File: src/rtl/pad_mux_ctrl.sv
module pad_mux_ctrl #(
  parameter int NUM_PADS = 12,
  parameter int NUM_GROUPS = 4,
  parameter int NUM_BANKS = 2,
  parameter int ADDR_W = 8,
  parameter bit PULL_SHARED = 1'b0,
  parameter int PEN_SHIFT = 16,
  parameter logic [NUM_BANKS*8-1:0] BANK_FIRST = {8'd6, 8'd0},
  parameter logic [NUM_BANKS*8-1:0] BANK_BIT = {8'd8, 8'd0},
  parameter logic [NUM_GROUPS*NUM_PADS-1:0] GROUP_PADS = {12'h201, 12'hF00, 12'h00E, 12'h003}
) (
  input  logic                  clk,
  input  logic                  rst_n,
  input  logic [ADDR_W-1:0]     bus_addr,
  input  logic                  bus_wr,
  input  logic [31:0]           bus_wdata,
  output logic [31:0]           bus_rdata,
  input  logic [NUM_GROUPS-1:0] fn_oe,
  input  logic [NUM_GROUPS-1:0] fn_do,
  input  logic [NUM_PADS-1:0]   pad_in,
  output logic [NUM_PADS-1:0]   pad_oe,
  output logic [NUM_PADS-1:0]   pad_do,
  output logic [NUM_PADS-1:0]   pad_pu,
  output logic [NUM_PADS-1:0]   pad_pd
);
  localparam int IW = ADDR_W - 2;
  localparam logic [IW-1:0] IDX_MUX  = 0;
  localparam logic [IW-1:0] IDX_PEN  = 1;
  localparam logic [IW-1:0] IDX_PDIR = 2;
  localparam logic [IW-1:0] IDX_DIR  = 3;
  localparam logic [IW-1:0] IDX_OUT  = 4;
  localparam logic [IW-1:0] IDX_IN   = 5;
  localparam int EN_OFS = PULL_SHARED ? PEN_SHIFT : 0;

  function automatic int pad_bit(int p);
    pad_bit = 0;
    for (int b = 0; b < NUM_BANKS; b++)
      if (p >= int'(BANK_FIRST[b*8 +: 8]))
        pad_bit = int'(BANK_BIT[b*8 +: 8]) + p - int'(BANK_FIRST[b*8 +: 8]);
  endfunction

  logic [NUM_GROUPS-1:0] mux_q;
  logic [NUM_PADS-1:0] pen_q, pdir_q, dir_q, out_q, in_s1, in_s2;
  logic [IW-1:0] idx;
  logic aligned, wr_mux, wr_pen, wr_pdir, wr_dir, wr_out;
  logic unused_bits;

  assign idx     = bus_addr[ADDR_W-1:2];
  assign aligned = (bus_addr[1:0] == 2'b00);
  assign wr_mux  = bus_wr && aligned && idx == IDX_MUX;
  assign wr_pdir = bus_wr && aligned && idx == IDX_PDIR;
  assign wr_pen  = PULL_SHARED ? wr_pdir : (bus_wr && aligned && idx == IDX_PEN);
  assign wr_dir  = bus_wr && aligned && idx == IDX_DIR;
  assign wr_out  = bus_wr && aligned && idx == IDX_OUT;
  assign unused_bits = ^bus_wdata;

  always_ff @(posedge clk or negedge rst_n) begin
    if (!rst_n) begin
      mux_q  <= '0;
      pen_q  <= '0;
      pdir_q <= '0;
      dir_q  <= '0;
      out_q  <= '0;
      in_s1  <= '0;
      in_s2  <= '0;
    end else begin
      in_s1 <= pad_in;
      in_s2 <= in_s1;
      if (wr_mux) mux_q <= bus_wdata[NUM_GROUPS-1:0];
      for (int p = 0; p < NUM_PADS; p++) begin
        if (wr_pen)  pen_q[p]  <= bus_wdata[pad_bit(p) + EN_OFS];
        if (wr_pdir) pdir_q[p] <= bus_wdata[pad_bit(p)];
        if (wr_dir)  dir_q[p]  <= bus_wdata[pad_bit(p)];
        if (wr_out)  out_q[p]  <= bus_wdata[pad_bit(p)];
      end
    end
  end

  always_comb begin
    bus_rdata = '0;
    if (aligned) begin
      case (idx)
        IDX_MUX: bus_rdata[NUM_GROUPS-1:0] = mux_q;
        IDX_PEN: if (!PULL_SHARED)
                   for (int p = 0; p < NUM_PADS; p++) bus_rdata[pad_bit(p)] = pen_q[p];
        IDX_PDIR: for (int p = 0; p < NUM_PADS; p++) begin
                    bus_rdata[pad_bit(p)] = pdir_q[p];
                    if (PULL_SHARED) bus_rdata[pad_bit(p) + EN_OFS] = pen_q[p];
                  end
        IDX_DIR: for (int p = 0; p < NUM_PADS; p++) bus_rdata[pad_bit(p)] = dir_q[p];
        IDX_OUT: for (int p = 0; p < NUM_PADS; p++) bus_rdata[pad_bit(p)] = out_q[p];
        IDX_IN:  for (int p = 0; p < NUM_PADS; p++) bus_rdata[pad_bit(p)] = in_s2[p];
        default: ;
      endcase
    end
  end

  // Descending scan: the lowest enabled group covering a pad is applied last.
  always_comb begin
    for (int p = 0; p < NUM_PADS; p++) begin
      pad_oe[p] = ~dir_q[p];
      pad_do[p] = out_q[p];
      for (int g = NUM_GROUPS - 1; g >= 0; g--)
        if (mux_q[g] && GROUP_PADS[g*NUM_PADS + p]) begin
          pad_oe[p] = fn_oe[g];
          pad_do[p] = fn_do[g];
        end
    end
  end

  assign pad_pu = pen_q & pdir_q;
  assign pad_pd = pen_q & ~pdir_q;

  logic [1:0] since_rst;
  always_ff @(posedge clk or negedge rst_n)
    if (!rst_n) since_rst <= '0;
    else if (since_rst != 2'd3) since_rst <= since_rst + 2'd1;

  assert_reset_clear_R2: assert property (@(posedge clk)
    $past(!rst_n) |-> ({mux_q, pen_q, pdir_q, dir_q, out_q} == '0));

  assert_cfg_hold_R10: assert property (@(posedge clk) disable iff (!rst_n)
    !bus_wr |=> $stable({mux_q, pen_q, pdir_q, dir_q, out_q}));

  assert_gpio_fallback_R5: assert property (@(posedge clk) disable iff (!rst_n)
    (wr_mux && bus_wdata[NUM_GROUPS-1:0] == '0) |=> (pad_oe == ~dir_q && pad_do == out_q));

  assert_pull_off_R7: assert property (@(posedge clk) disable iff (!rst_n)
    ((pad_pu | pad_pd) & ~pen_q) == '0);

  assert_in_sync_R9: assert property (@(posedge clk) disable iff (!rst_n)
    (since_rst == 2'd3) |-> (in_s2 == $past(pad_in, 2)));
endmodule

File: config.mk
export PLATFORM = sky130hd
export DESIGN_NAME = pad_mux_ctrl
export DESIGN_NICKNAME = d
export VERILOG_FILES = /design/src/rtl/pad_mux_ctrl.sv
export SDC_FILE = /design/constraint.sdc
export NUM_CORES = 1
export LEC_CHECK = 0
export ABC_AREA = 0
export CAP_MARGIN = 5
export CORE_MARGIN = 2
export CORE_UTILIZATION = 30
export CTS_CLUSTER_DIAMETER = 50
export DETAILED_ROUTE_END_ITERATION = 10
export HOLD_SLACK_MARGIN = 0.12
export PLACE_DENSITY_LB_ADDON = 0.3
export REMOVE_ABC_BUFFERS = 1
export SKIP_CTS_REPAIR_TIMING = 1
export SLEW_MARGIN = 20
export SYNTH_ARGS = -nofsm -noshare
export SYNTH_HDL_FRONTEND = slang
export SYNTH_SLANG_ARGS = --single-unit
File: constraint.sdc
create_clock -name clk -period 4.4 [get_ports clk]
set_input_delay 0.66 -clock clk [delete_from_list [all_inputs] [get_ports clk]]
set_output_delay 0.66 -clock clk [all_outputs]
set_load 0.03 [all_outputs]
; ---- Word level (Yosys, flattened, before mapping)
; Index checks and enable logic that the tools add are counted.
[op_classes]
order_cmp = 168
n_eq_ne = 5
n_mux = 512
bitwise = 20
n_reduce_logical = 68
[ops]
columns = op, n
row1 = two-way mux 32 bit, 169
row2 = < comparator 32 x 7 -> 1 bit (second input constant), 108
row3 = greater-or-equal comparator 32 x 1 -> 1 bit (second input constant), 60
row4 = bitwise mux 32 bit, 55
row5 = demux 1 bit (select 5 bit), 60
row6 = binary-select mux 1 bit (select 5 bit), 48
row7 = two-way mux 1 bit, 178
row8 = bitwise AND 32 bit, 5
row9 = case mux 28 bit (5 select lines), 1
row10 = logical AND 1 bit, 66
row11 = bitwise AND 12 bit, 2
row12 = case mux 4 bit (6 select lines), 1
row13 = equality test 6 x 2 -> 1 bit (second input constant), 2
row14 = equality test 6 x 3 -> 1 bit (second input constant), 2
row15 = inverter 1 bit, 12
row16 = inverter 12 bit, 1
row17 = equality test 6 x 1 -> 1 bit (second input constant), 1
row18 = logical NOT 6 bit, 1
row19 = logical NOT 2 bit, 1
[totals]
register_bits = 76
input_bits = 63
out_inout_bits = 80

; ---- Longest topological paths before layout
[logic_depth]
ltp_word = 21
mapped_depth = 5

; ---- Worst setup path after synthesis
; No wires, ideal clock.
[synth_timing]
path_type = input to output
startpoint = input bus_addr[7]
endpoint = output bus_rdata[2]
arrival_ns = 2.117
required_time_ns = 3.740
path_slack_ns = 1.623
stages = 3
path_buffers = 0
cell_sequence = or4_4 or3_1 a31oi_1
[synth_between]
elab_chain_cells = 3
[synth_rtl]
columns = item, line_no
row1 = "start, declared", 14  ; input logic [ADDR_W-1:0] bus_addr,
row2 = equality test 6 x 3 -> 1 bit (tied with other cells), 82  ; case (idx)
row3 = case mux 4 bit (6 select lines) *, 82
row4 = two-way mux 32 bit *, 81  ; if (aligned) begin
row5 = "end, declared", 17  ; output logic [31:0] bus_rdata,
; Every way passes the cells marked *; elsewhere a longest branch is shown, timed or not.

; ---- Worst setup path after layout
[layout_timing]
startpoint = input bus_addr[7]
endpoint = output bus_rdata[10]
[layout_between]
elab_chain_cells = 3
[layout_rtl]
columns = item, line_no
row1 = equality test 6 x 3 -> 1 bit (tied with other cells), 82
row2 = case mux 28 bit (5 select lines) *, 82
row3 = two-way mux 32 bit *, 81
; Marked as above.

==> metrics.txt <==
outcome=finished clean; routability congestion estimate=a little over 0.7; Die Y=118 µm; post-route setup TNS=0 ps; Top FF cell, synth=dfrtp_1; part of the power in the clock network=45.0%; non-filler instance count after layout=606; share of total power consumed by net switching=about a quarter; sequential cell fraction of total power=40.9%; number of antenna violations at the first check in global routing=0; highest net fanout along the worst path=13; GR Overflow Total=0; maximum number of pins on one net before global-route repair=77; Die Span X=between 100 and 150 µm; critical path startpoint category=input port; top-level I/O count=143; via density per instance=4.69; number of clock buffers inserted by TritonCTS=9; tightest slew margin relative to the limit=31.8%; post-detailed-placement half-perimeter wirelength=slightly above 7000 µm; synthesized flop and latch total=76; Worst Hold Launch=in_s1[1]$_DFF_PN0_; required time of the critical path=about 3700 ps; post-synthesis instance total=about 340; endpoints failing hold=0; ant diodes=0; worst setup slack after layout=1060 ps; pre-CTS setup slack=866 ps; placed instance count=591; total cell area at the placement stage=4930 µm²; Worst Skew=2.73 ps; Tot Pwr=1.86 mW; initial core utilization=a little under a third; share of the synthesized area in the top cell type=49.2%; CTS Root Buffer Type=clkbuf_16; Pwr Density=352 nW/µm²; Antenna Violating Nets Remaining=0; origin of the critical flop-to-flop path=mux_q[2]$_DFFE_PN0P_; worst skew pair latency=between 300 and 400 ps; number of endpoints failing setup at the final stage=0; Yosys warning count=0; Clock Path Buffers=2; reported net switching power=443 µW; final cell utilization of the core=a little over two fifths; Tcrit/Tclk final=76.0%; mean instance size in the synthesized netlist=11.5 µm²; post-DR wirelength/cell=17.1 µm; DRT Wirelength=10400 µm; Area growth syn-to-layout=36.1%; critical path capture point type=primary output; unique cell type count in the Yosys netlist=29; shortest clock period the worst path allows after layout=roughly 3300 ps; clock transition at the register clock pins on the worst setup and hold paths after CTS=about 50 ps; timing-limited maximum frequency=0.299 GHz; global-route total usage across every layer=15.5%; number of clock sinks=76; dominant cells by area after synthesis=dfrtp_1 49%, mux2_2 21%, buf_4 5.0%; IR Drop Worst-Case VDD=0.185 mV; cell type with the largest total area after synthesis=dfrtp_1; RSZ-0062 raised after global routing=no; cell with the most instances after synthesis=dfrtp_1; level count of the clock H-tree=3; layout cells sized above 1=25.8%; area inside the core boundary=between 10000 and 15000 µm²; Worst Path Arrival=2680 ps; actual slew at the worst max-slew pin=1020 ps; post-synth design cell area=approximately 3900 µm²; CTS tree=built; Final Slew Violations=0; proportion of synthesized chip area in sequential cells=49.2%; global-route wire length before repair=roughly 16000 µm; leakage component of the power=2.36 nW; iteration-0 DRC count of the detailed router=82; DRC violation count after routing=0; row cnt=between 40 and 50; worst hold slack after final layout=346 ps; critical path launch point=bus_addr[7]; share of synthesized registers carrying an async set or reset=100%; via total after detailed routing=approximately 2800; number of nets in the layout=~500; first drt pass iteration count=4; count of max-cap constraint violations=0; overall die area=13800 µm²; internal power=1.41 mW; leading cell types by count after synthesis=76 x dfrtp_1, 71 x mux2_2, 26 x buf_4, 26 x nand3_1, 22 x o21ai_0; type of the tightest min-delay check=register to register; number of fill cells=1224; Buffers on Ports=~100; register area=between 1500 and 2000 µm²; combinational fraction of design power=approximately 14%; classification of the worst setup path=input port to primary output; final std cell area, no fill=5270 µm²; number of global-route vias before repair=slightly below 3000; number of flops mapped to enable cells by yosys=0; Multi-input gate area=1740 µm²
cell type report:
type                    count  share of cell area [%]
well taps                 172                    4.09
repair buffers            108                    19.5
clock inverters             5                    1.90
flip-flops and latches     76                    36.1
clock buffers              10                    4.54
inverters                  10                   0.713
multi-input cells         225                    33.1
per-layer routing:
metal  routed length (µm)  up-vias  GRT usage (%)
li1                     -     1328              -
met1                 4570     1397           19.4
met2                 5150      105           26.4
met3                  472       14           3.20
met4                  187        0           5.72
met5                    0        -              0
power by group through the flow:
stage	registers, mW	logic, mW	clock network [mW]
3_3_place_gp	0.768	0.262	0
5_1_grt	0.763	0.281	0.883
4_1_cts	0.758	0.266	0.855
3_5_place_dp	0.771	0.265	0
6_report	0.758	0.263	0.835
2_1_floorplan	0.765	0.129	0
state kept, by name, summed over array words and instances, names as in the netlist:
signal	count
dir_q	12
in_s1	12
in_s2	12
mux_q	4
out_q	12
pdir_q	12
pen_q	12
worst paths after layout:
path	slack [ps]	endpoint	cells after the start
max	1060	bus_rdata[10]	6
min	350	in_s2[1]$_DFF_PN0_	0
min reg2reg	350	in_s2[1]$_DFF_PN0_	0
max reg2reg	3440	mux_q[2]$_DFFE_PN0P_	1
max in group asynchronous	3300	pdir_q[8]$_DFFE_PN0P_	1
min in group asynchronous	490	dir_q[5]$_DFFE_PN0P_	1
layout by cell type (no fill, tap or decap), drive strengths merged, types with 2 or more instances in the layout:
master and instances:
mux2 71, clkinv 2, clkdlybuf4s50 88, a21oi 4, inv 10, nand2 6
and3b 16, dfrtp 76, buf 20, conb 20, clkbuf 10, and2 13
a31oi 12, bufinv 3, nor3b 2, nor2b 14, or3 5, nand3 26
o21ai 22, mux2i 5
critical path, cell delays in order:
cell,delay (ps)
clkdlybuf4s50_1,490
nor4_4,670
buf_4,310
nand3_1,90
a31oi_1,240
buf_4,220
cells by family (layout without fill, tap and decap cells):
| kind of cell | after synthesis | after routing | synth area share [%] |
|---|---|---|---|
| multiplexers | 76 | 76 | 22.0 |
| buffers and inverters | 53 | 133 | 7.83 |
| AO/OA/AOI/OAI | 38 | 38 | 5.30 |
| flip-flops | 76 | 76 | 49.2 |
| AND/OR/NAND/NOR | 91 | 91 | 15.7 |
| other | 1 | 20 | 0.0969 |
Note: power is estimated with default switching activity, not from simulation.
